## config.mk

```make
export PLATFORM = sky130hd
export DESIGN_NAME = gate_sequencer
export DESIGN_NICKNAME = d
export VERILOG_FILES = /design/src/rtl/gseq_pkg.sv /design/src/rtl/gseq_ctrl.sv /design/src/rtl/gseq_dpath.sv /design/src/rtl/gate_sequencer.sv
export SDC_FILE = /design/constraint.sdc
export NUM_CORES = 1
export LEC_CHECK = 0
export BUFFER_PORTS_ARGS = -buffer_cell sky130_fd_sc_hd__buf_2
export CORE_ASPECT_RATIO = 1.5
export CORE_MARGIN = 4
export CORE_UTILIZATION = 24
export DETAILED_ROUTE_END_ITERATION = 16
export PLACE_DENSITY = 0.49
export REMOVE_ABC_BUFFERS = 1
export SKIP_LAST_GASP = 1
export SYNTH_ARGS = -nofsm -noshare
export SYNTH_HDL_FRONTEND = slang
export SYNTH_SLANG_ARGS = --single-unit
```

## constraint.sdc

```tcl
create_clock -name clk -period 1.9 [get_ports clk]
set_clock_uncertainty 0.1 [all_clocks]
set_input_delay 0.38 -clock clk [delete_from_list [all_inputs] [get_ports clk]]
set_output_delay 0.38 -clock clk [all_outputs]
set_load 0.01 [all_outputs]
```

## src/rtl/gseq_pkg.sv

```systemverilog
package gseq_pkg;

  typedef enum logic [1:0] {
    PH_IDLE   = 2'd0,
    PH_CHARGE = 2'd1,
    PH_DEAD   = 2'd2
  } phase_t;

  // strobes from the sequencing control into the datapath
  typedef struct packed {
    logic loadCharge;  // capture period, start a charge phase
    logic loadDead;    // start a dead phase
    logic flipSide;    // hand the next charge to the other switch
    logic clrSide;     // stop: return to low side, flush outputs
    logic charging;    // current cycle belongs to a charge phase
  } seq_strobe_t;

endpackage

```

## src/rtl/gseq_ctrl.sv

```systemverilog
module gseq_ctrl
  import gseq_pkg::*;
(
  input  logic        clk,
  input  logic        rstN,
  input  logic        runEn,
  input  logic        cntZero,
  output seq_strobe_t strb
);

  phase_t phase;
  phase_t phaseNxt;

  always_comb begin
    strb     = '0;
    phaseNxt = phase;
    if (!runEn) begin
      phaseNxt     = PH_IDLE;
      strb.clrSide = 1'b1;
    end else begin
      unique case (phase)
        PH_IDLE: begin
          phaseNxt        = PH_CHARGE;
          strb.loadCharge = 1'b1;
        end
        PH_CHARGE: begin
          if (cntZero) begin
            phaseNxt      = PH_DEAD;
            strb.loadDead = 1'b1;
          end
        end
        PH_DEAD: begin
          if (cntZero) begin
            phaseNxt        = PH_CHARGE;
            strb.loadCharge = 1'b1;
            strb.flipSide   = 1'b1;
          end
        end
        default: phaseNxt = PH_IDLE;
      endcase
    end
    strb.charging = (phase == PH_CHARGE);
  end

  always_ff @(posedge clk or negedge rstN) begin
    if (!rstN) phase <= PH_IDLE;
    else       phase <= phaseNxt;
  end

  AST_DEAD_FOLLOWS_CHARGE: assert property (@(posedge clk) disable iff (!rstN)
    (phase == PH_CHARGE && cntZero && runEn) |=> (phase == PH_DEAD));

  AST_IDLE_ON_STOP: assert property (@(posedge clk) disable iff (!rstN)
    !runEn |=> (phase == PH_IDLE));

endmodule

```

## src/rtl/gseq_dpath.sv

```systemverilog
module gseq_dpath
  import gseq_pkg::*;
#(
  parameter int PERIOD_W     = 8,
  parameter int DEAD_CYCLES  = 75,
  parameter int MATCH_STAGES = 1
) (
  input  logic                clk,
  input  logic                rstN,
  input  logic [PERIOD_W-1:0] periodIn,
  input  logic                uvFlag,
  input  seq_strobe_t         strb,
  output logic                cntZero,
  output logic                gateLow,
  output logic                gateHigh
);

  localparam int DEAD_W = $clog2(DEAD_CYCLES + 1);
  localparam int CNT_W  = (PERIOD_W > DEAD_W) ? PERIOD_W : DEAD_W;
  localparam int LAST   = MATCH_STAGES - 1;

  logic [CNT_W-1:0] phaseCnt;
  logic [CNT_W-1:0] chargeLoad;
  logic             sideHigh;
  logic [1:0]       sideCmd;
  logic [1:0]       sideOut;

  // period 0 behaves as 1: load terminal count directly
  assign chargeLoad = (periodIn == '0) ? '0 : CNT_W'(periodIn - PERIOD_W'(1));
  assign cntZero    = (phaseCnt == '0);

  always_ff @(posedge clk or negedge rstN) begin
    if (!rstN) begin
      phaseCnt <= '0;
      sideHigh <= 1'b0;
    end else begin
      if (strb.clrSide)         phaseCnt <= '0;
      else if (strb.loadCharge) phaseCnt <= chargeLoad;
      else if (strb.loadDead)   phaseCnt <= CNT_W'(DEAD_CYCLES - 1);
      else if (!cntZero)        phaseCnt <= phaseCnt - CNT_W'(1);

      if (strb.clrSide)       sideHigh <= 1'b0;
      else if (strb.flipSide) sideHigh <= ~sideHigh;
    end
  end

  assign sideCmd[0] = strb.charging & ~sideHigh;
  assign sideCmd[1] = strb.charging &  sideHigh;

  // identical register chain on both sides keeps their latency matched
  for (genvar g = 0; g < 2; g++) begin : gSide
    logic [MATCH_STAGES-1:0] stagePipe;
    always_ff @(posedge clk or negedge rstN) begin
      if (!rstN) begin
        stagePipe <= '0;
      end else if (strb.clrSide) begin
        stagePipe <= '0;
      end else begin
        for (int i = LAST; i > 0; i--) stagePipe[i] <= stagePipe[i-1];
        stagePipe[0] <= sideCmd[g];
      end
    end
    assign sideOut[g] = stagePipe[LAST];
  end

  assign gateLow  = sideOut[0];
  assign gateHigh = sideOut[1] & ~uvFlag;

  AST_START_ON_LOW: assert property (@(posedge clk) disable iff (!rstN)
    (strb.loadCharge && !strb.flipSide) |=> !sideHigh);

  AST_SIDES_EXCLUSIVE_PIPE: assert property (@(posedge clk) disable iff (!rstN)
    $countones(sideOut) <= 1);

endmodule

```

## src/rtl/gate_sequencer.sv

```systemverilog
module gate_sequencer #(
  parameter int PERIOD_W      = 8,
  parameter bit FAST_VARIANT  = 1'b0,
  parameter int DEAD_SLOW_CYC = 75,
  parameter int DEAD_FAST_CYC = 38,
  parameter int MATCH_STAGES  = 1
) (
  input  logic                clk,
  input  logic                rstN,
  input  logic                runEn,
  input  logic [PERIOD_W-1:0] periodIn,
  input  logic                uvFlag,
  output logic                gateLow,
  output logic                gateHigh
);

  localparam int DEAD_CYCLES = FAST_VARIANT ? DEAD_FAST_CYC : DEAD_SLOW_CYC;

  gseq_pkg::seq_strobe_t strb;
  logic                  cntZero;

  gseq_ctrl i_ctrl (
    .clk     (clk),
    .rstN    (rstN),
    .runEn   (runEn),
    .cntZero (cntZero),
    .strb    (strb)
  );

  gseq_dpath #(
    .PERIOD_W     (PERIOD_W),
    .DEAD_CYCLES  (DEAD_CYCLES),
    .MATCH_STAGES (MATCH_STAGES)
  ) i_dpath (
    .clk      (clk),
    .rstN     (rstN),
    .periodIn (periodIn),
    .uvFlag   (uvFlag),
    .strb     (strb),
    .cntZero  (cntZero),
    .gateLow  (gateLow),
    .gateHigh (gateHigh)
  );

  AST_NO_OVERLAP: assert property (@(posedge clk) disable iff (!rstN)
    !(gateLow && gateHigh));

  AST_STOP_QUIET: assert property (@(posedge clk) disable iff (!rstN)
    !runEn |=> (!gateLow && !gateHigh));

  AST_GAP_BEFORE_HIGH: assert property (@(posedge clk) disable iff (!rstN)
    $rose(gateHigh) |-> !$past(gateLow));

  AST_GAP_BEFORE_LOW: assert property (@(posedge clk) disable iff (!rstN)
    $rose(gateLow) |-> !$past(gateHigh));

endmodule

```

==> results of run 1 <==
[area by class of cell]
class	count	area, um^2
fillers	398	2360
multi-input cells	84	634
flip-flops and latches	13	325
repair buffers	39	263
well taps	43	53.8
clock buffers	3	41.3
inverters	9	33.8
clock inverters	1	5.00
[per-layer routing]
metal	up-vias	GRT usage, %
li1	481	-
met1	466	11.2
met2	30	19.3
met3	9	0.462
met4	0	6.60
met5	-	0
[sequential cells by signal, indices dropped and copies added, names as in the netlist]
name and count:
i_dpath.gSide.stagePipe 1, i_dpath.sideHigh 1, i_dpath.phaseCnt 8, i_ctrl.phase 2, i_dpath.gateLow 1
[power by group through the flow]
| stage | Clock [mW] | Sequential, mW | Combinational [mW] |
|---|---|---|---|
| after floorplan | 0 | 0.476 | 0.567 |
| after detailed placement | 0 | 0.480 | 0.978 |
| final | 0.248 | 0.511 | 1.15 |
| after global routing | 0.260 | 0.522 | 1.27 |
| after global placement | 0 | 0.478 | 0.974 |
| after CTS | 0.254 | 0.484 | 1.05 |
[timing repair]
item                                   in CTS  in global routing
setup endpoints to repair                  11                  9
gates resized for setup                     8                  9
endpoints found under the hold margin      13                  0
setup buffers                               0                  1
hold buffers                                1                  0
pin swaps                                   0                  3
[stage by stage]
step / instances / total power [mW] / cell area [um^2] / setup slack (ps) / setup TNS [ps]
final: 192 / 1.91 / 1360 / -73.1 / -73.1
after global routing: 192 / 2.05 / 1360 / -114 / -134
after CTS: 191 / 1.78 / 1300 / -81.6 / -81.6
after detailed placement: 186 / 1.46 / 1220 / -339 / -1140
after global placement: 186 / 1.45 / 1220 / -306 / -927
after floorplan: 106 / 1.04 / 918 / -179 / -254
[cells by family (layout without fill, tap and decap cells)]
| logic type | after synthesis | in the layout | synth area share (%) |
|---|---|---|---|
| compound gates | 33 | 33 | 24.7 |
| xor+xnor | 7 | 7 | 6.57 |
| fa+ha+maj | 3 | 3 | 4.02 |
| buf+inv | 13 | 52 | 5.23 |
| flops | 13 | 13 | 34.9 |
| simple gates | 41 | 41 | 24.7 |
[path summary, 6_finish.rpt]
kind | end | slack [ps] | from | depth (start not counted)
min reg2reg | i_dpath.gateLow$_DFF_PN0_ | 390 | i_dpath.sideHigh$_DFFE_PN0P_ | 1
max reg2reg | i_dpath.phaseCnt[6]$_DFFE_PN0P_ | 0 | i_dpath.phaseCnt[1]$_DFFE_PN0P_ | 7
max in group asynchronous | i_dpath.phaseCnt[3]$_DFFE_PN0P_ | 990 | rstN | 2
min in group asynchronous | i_dpath.sideHigh$_DFFE_PN0P_ | 460 | rstN | 2
max | i_dpath.phaseCnt[6]$_DFFE_PN0P_ | -70 | periodIn[4] | 6
min | i_ctrl.phase[1]$_DFFE_PN0P_ | 340 | runEn | 2
[layout by cell type (no fill, tap or decap), types with 3 or more instances in the layout]
master and instances:
nand2_1 5, o21ai_0 7, buf_4 25, dfrtp_1 13
nand3_1 3, or4_1 3, a21oi_1 4, inv_1 8
xnor2_1 4, nor2_1 8, nor3_1 4, a211oi_1 4
xor2_1 3, clkbuf_8 3, o31ai_1 3, buf_2 13
==> impl_metrics.env, run 1 <==
export IMPL_grt_max_degree=14
export IMPL_row_count=27
export IMPL_status="complete, but fails checks"
export IMPL_cp_top_family="simple AND/OR/NAND/NOR gates"
export IMPL_syn_inst=110
export IMPL_vias=986
export IMPL_seqPwrFrac_pct=26.7
export IMPL_p_sw_share_pct=42.1
export IMPL_setup_ws_ps=-73.1
export IMPL_crit_chain="buf_2 -> or4_4 -> or4_4 -> a21o_1 -> a21o_1 -> a211oi_2"
export IMPL_initial_core_util_pct=25.1
export IMPL_drt_first_pass_iters=5
export IMPL_violations="setup timing"
export IMPL_switchingPower_mw=0.805
export IMPL_arrival_ps=2040
export IMPL_met2_length_um=1370
export IMPL_dr_wl_met3_um=77
export IMPL_insertion_delay_ps=240
export IMPL_grt_overflow=0
export IMPL_yosysTopAreaCell="dfrtp_1"
export IMPL_vias_per_cell=5.14
export IMPL_cts_max_level=1
export IMPL_fin_util_pct=36.5
export IMPL_yosysWarnings=0
export IMPL_cts_tree="done"
export IMPL_clk_pin_slew_ps=60
export IMPL_critPathBufInv=1
export IMPL_ys_flop_type="dfrtp_1"
export IMPL_cts_sinks=13
export IMPL_drv_cap=0
export IMPL_portBuffers=13
export IMPL_cp_max_fo=3
export IMPL_die_w_um=58.9
export IMPL_highest_layer="met4"
export IMPL_synth_common_cells="dfrtp_1 (13), inv_1 (9), nor2_1 (9)"
export IMPL_start_kind="primary input"
export IMPL_p_leak_nw=0.606
export IMPL_combPwrFrac_pct=60.3
export IMPL_netlist_area_leader_share_pct=34.9
export IMPL_cts_buffers=3
export IMPL_finalCritPeriodShare_pct=104
export IMPL_gp_congestion=0.825
export IMPL_ir_drop_v=0.000517
export IMPL_core_area_um2=3720
export IMPL_ys_top_cells_by_area="dfrtp_1 (35%), ha_1 (4.0%), nor3_1 (3.8%), o21ai_0 (3.8%), xnor2_1 (3.8%)"
export IMPL_drt_met1_wl_um=992
export IMPL_worst_pin_slew_ps=328
export IMPL_hold_violations=0
export IMPL_yosys_cell_count_top_type="dfrtp_1"
export IMPL_area_delta_synth_final_pct=45.3
export IMPL_drc=0
export IMPL_nets=165
export IMPL_slew_headroom_pct=78.1
export IMPL_slew_viol_final=0
export IMPL_grt_use_total_pct=10.6
export IMPL_cp_end_kind="flop"
export IMPL_die_h_um=84.4
export IMPL_ys_seq_area_share_pct=34.9
export IMPL_power_density_nw_per_um2=1410
export IMPL_die_area_um2=4970
export IMPL_grt_setup_unrepaired="yes"
export IMPL_whs_ps=342
export IMPL_grt_pass1_vias=958
export IMPL_syn_area_per_cell_um2=8.49
export IMPL_syn_area_um2=933
export IMPL_io_pins=14
export IMPL_clk_path_buf_depth=2
export IMPL_routedWlPerCell_um=13.3
export IMPL_dp_hpwl_um=2000
export IMPL_setup_violations=1
export IMPL_ant_nets=0
export IMPL_ys_seq_elements=13
export IMPL_required_ps=1960
export IMPL_ys_types=33
export IMPL_antenna_found_initial=0
export IMPL_synth_edf_count=0
export IMPL_cts_root_buf="clkbuf_8"
export IMPL_grt_pass1_wl_um=4120
export IMPL_postSynth_asyncResetShare_pct=100
export IMPL_critical_path_class="primary input to flop"
export IMPL_crit_path_max_incr_delay_ps=540
export IMPL_worstHoldPathType="primary input to flop"
export IMPL_final_layout_size_suffix_gt1_share_pct=37.6
export IMPL_antenna_cells=0
export IMPL_internal_power_mw=1.11
export IMPL_wl_um=2560
export IMPL_min_period_ps=1970
export IMPL_slowest_stage="or4_4"
export IMPL_fmax_mhz=507
export IMPL_drt_initial_drc_count=23
export IMPL_clkPwrFrac_pct=13.0
(Power assumes the default switching activity.)
==> inputs of run 2 (changes only) <==
RECOVER_POWER = 25   (was unset)
==> run 2 against run 1 <==
Against the previous run: the flow still finishes with violations (setup timing); clock power about the same; register-to-register slack about the same; non-clock buffer count unchanged; total power increased by 0.11%; cell count stayed put; flip-flop and latch count unchanged; worst setup slack is essentially flat; count of clock-buffer cells in the layout did not move; first-iteration DRC count fell by 8.7%; via count increased by 0.30%; sequential share of layout area about the same; fmax is essentially flat.
==> impl_metrics.env, run 2 (synthesis gave the netlist of run 1 again) <==
export IMPL_top_register="i_dpath.phaseCnt"
export IMPL_status="complete, but fails checks"
export IMPL_cts_sinks=13
export IMPL_reg2reg_depth=7
export IMPL_drt_first_pass_iters=5
export IMPL_setup_ws_ps=-73.1
export IMPL_worstHoldPathType="primary input to flop"
export IMPL_power_total_mw=1.91
export IMPL_required_ps=1960
export IMPL_initial_core_util_pct=25.1
export IMPL_ant_nets=0
export IMPL_cts_tree="done"
export IMPL_grt_use_total_pct=10.6
export IMPL_vias_per_cell=5.15
export IMPL_dp_hpwl_um=2000
export IMPL_p_sw_share_pct=42.2
export IMPL_start_kind="primary input"
export IMPL_combPwrFrac_pct=60.3
export IMPL_final_layout_size_suffix_gt1_share_pct=36.9
export IMPL_slew_viol_final=0
export IMPL_portBuffers=13
export IMPL_clkPwrFrac_pct=13.0
export IMPL_io_pins=14
export IMPL_die_h_um=84.4
export IMPL_drc=0
export IMPL_worst_pin_slew_ps=764
export IMPL_min_period_ps=1970
export IMPL_fmax_mhz=507
export IMPL_final_fill_count=399
export IMPL_die_w_um=58.9
export IMPL_cp_end_kind="flop"
export IMPL_clk_path_buf_depth=2
export IMPL_switchingPower_mw=0.807
export IMPL_p_leak_nw=0.603
export IMPL_internal_power_mw=1.11
export IMPL_grt_max_degree=14
export IMPL_slew_headroom_pct=49.1
export IMPL_largest_reg_flops=8
export IMPL_cts_root_buf="clkbuf_8"
export IMPL_grt_setup_unrepaired="yes"
export IMPL_grt_overflow=0
export IMPL_top_regs="i_dpath.phaseCnt: 8 flops, i_ctrl.phase: 2 flops"
export IMPL_power_density_nw_per_um2=1410
export IMPL_final_common_cell="buf_4"
export IMPL_arrival_ps=2040
export IMPL_clk_pin_slew_ps=60
export IMPL_antenna_found_initial=0
export IMPL_violations="setup timing"
export IMPL_die_area_um2=4970
export IMPL_setup_violations=1
export IMPL_final_cell_mix="buf_4 (25), dfrtp_1 (13), buf_2 (12)"
export IMPL_nets=165
export IMPL_drt_initial_drc_count=21
export IMPL_drv_cap=0
export IMPL_gp_congestion=0.825
export IMPL_wl_um=2560
export IMPL_grt_pass1_vias=958
export IMPL_core_area_um2=3720
export IMPL_grt_pass1_wl_um=4120
export IMPL_seqPwrFrac_pct=26.7
export IMPL_vias=989
export IMPL_routedWlPerCell_um=13.3
export IMPL_cp_max_fo=3
export IMPL_cts_buffers=3
export IMPL_dpl_cell_area_um2=1220
export IMPL_cts_max_level=1
export IMPL_area_delta_synth_final_pct=45.2
export IMPL_hold_violations=0
export IMPL_row_count=27
export IMPL_finalCritPeriodShare_pct=104
export IMPL_ir_drop_v=0.000517
export IMPL_critical_path_class="primary input to flop"
export IMPL_insertion_delay_ps=240
export IMPL_hold_path_depth=2
export IMPL_postLayoutCellArea_um2=1360
export IMPL_fin_cells=192
export IMPL_fin_util_pct=36.5
export IMPL_dp_cells=186
export IMPL_antenna_cells=0
## run 2: cell types whose count changed in the layout (fill, tap and decap cells not counted)
cell | before | now
buf_2 | 13 | 12
clkbuf_1 | 0 | 1
## run 2: path summary, 6_finish.rpt
path                            slack (ps)                       startpoint                         endpoint
worst max-delay path                   -70                      periodIn[4]  i_dpath.phaseCnt[6]$_DFFE_PN0P_
worst min-delay path                   340                            runEn      i_ctrl.phase[1]$_DFFE_PN0P_
worst max register to register           0  i_dpath.phaseCnt[1]$_DFFE_PN0P_  i_dpath.phaseCnt[6]$_DFFE_PN0P_
worst min register to register         390     i_dpath.sideHigh$_DFFE_PN0P_        i_dpath.gateLow$_DFF_PN0_
max in group asynchronous              600                             rstN  i_dpath.phaseCnt[3]$_DFFE_PN0P_
min in group asynchronous              620                             rstN     i_dpath.sideHigh$_DFFE_PN0P_
## run 2: power groups by stage
| stage | Clock [mW] | Combinational [mW] | Sequential [mW] |
|---|---|---|---|
| final | 0.248 | 1.15 | 0.511 |
| after global routing | 0.260 | 1.27 | 0.522 |
| after CTS | 0.254 | 1.05 | 0.484 |
| after detailed placement | 0 | 0.978 | 0.480 |
| after global placement | 0 | 0.974 | 0.478 |
| after floorplan | 0 | 0.567 | 0.476 |
## run 2: worst max-delay path, cell delays in order
cell and delay [ps]:
buf_2 100, or4_4 540, or4_4 480, a21o_1 180, a21o_1 160, a211oi_2 200
## run 2: repair_timing
action	4_1_cts	5_1_grt
gates resized for setup	8	9
hold buffers	1	0
hold endpoints to repair	13	0
gates cloned	0	0
pin swaps	0	3
endpoints found under the setup margin	11	9
setup buffers	0	1
## run 2: layout make-up
| cell class | count | area (um^2) | area share (%) |
|---|---|---|---|
| clock buffer | 3 | 41.3 | 3.05 |
| clock inverter | 1 | 5.00 | 0.369 |
| sequential | 13 | 325 | 24.0 |
| timing repair buffer | 39 | 262 | 19.3 |
| tap | 43 | 53.8 | 3.97 |
| inverter | 9 | 33.8 | 2.49 |
| multi-input combinational | 84 | 634 | 46.8 |
## run 2: per-layer routing
metal	GRT usage, %	vias to the layer above	part of all wire (%)
li1	-	482	-
met1	11.2	470	39
met2	19.3	26	53
met3	0.462	11	2.7
met4	6.60	0	4.7
met5	0	-	0
## run 2: metrics by stage
stage	setup slack [ps]	TNS [ps]	hold WS [ps]
2_1_floorplan	-179	-254	-15.6
3_3_place_gp	-306	-927	186
3_5_place_dp	-339	-1140	187
4_1_cts	-81.6	-81.6	335
5_1_grt	-114	-134	344
6_report	-73.1	-73.1	344
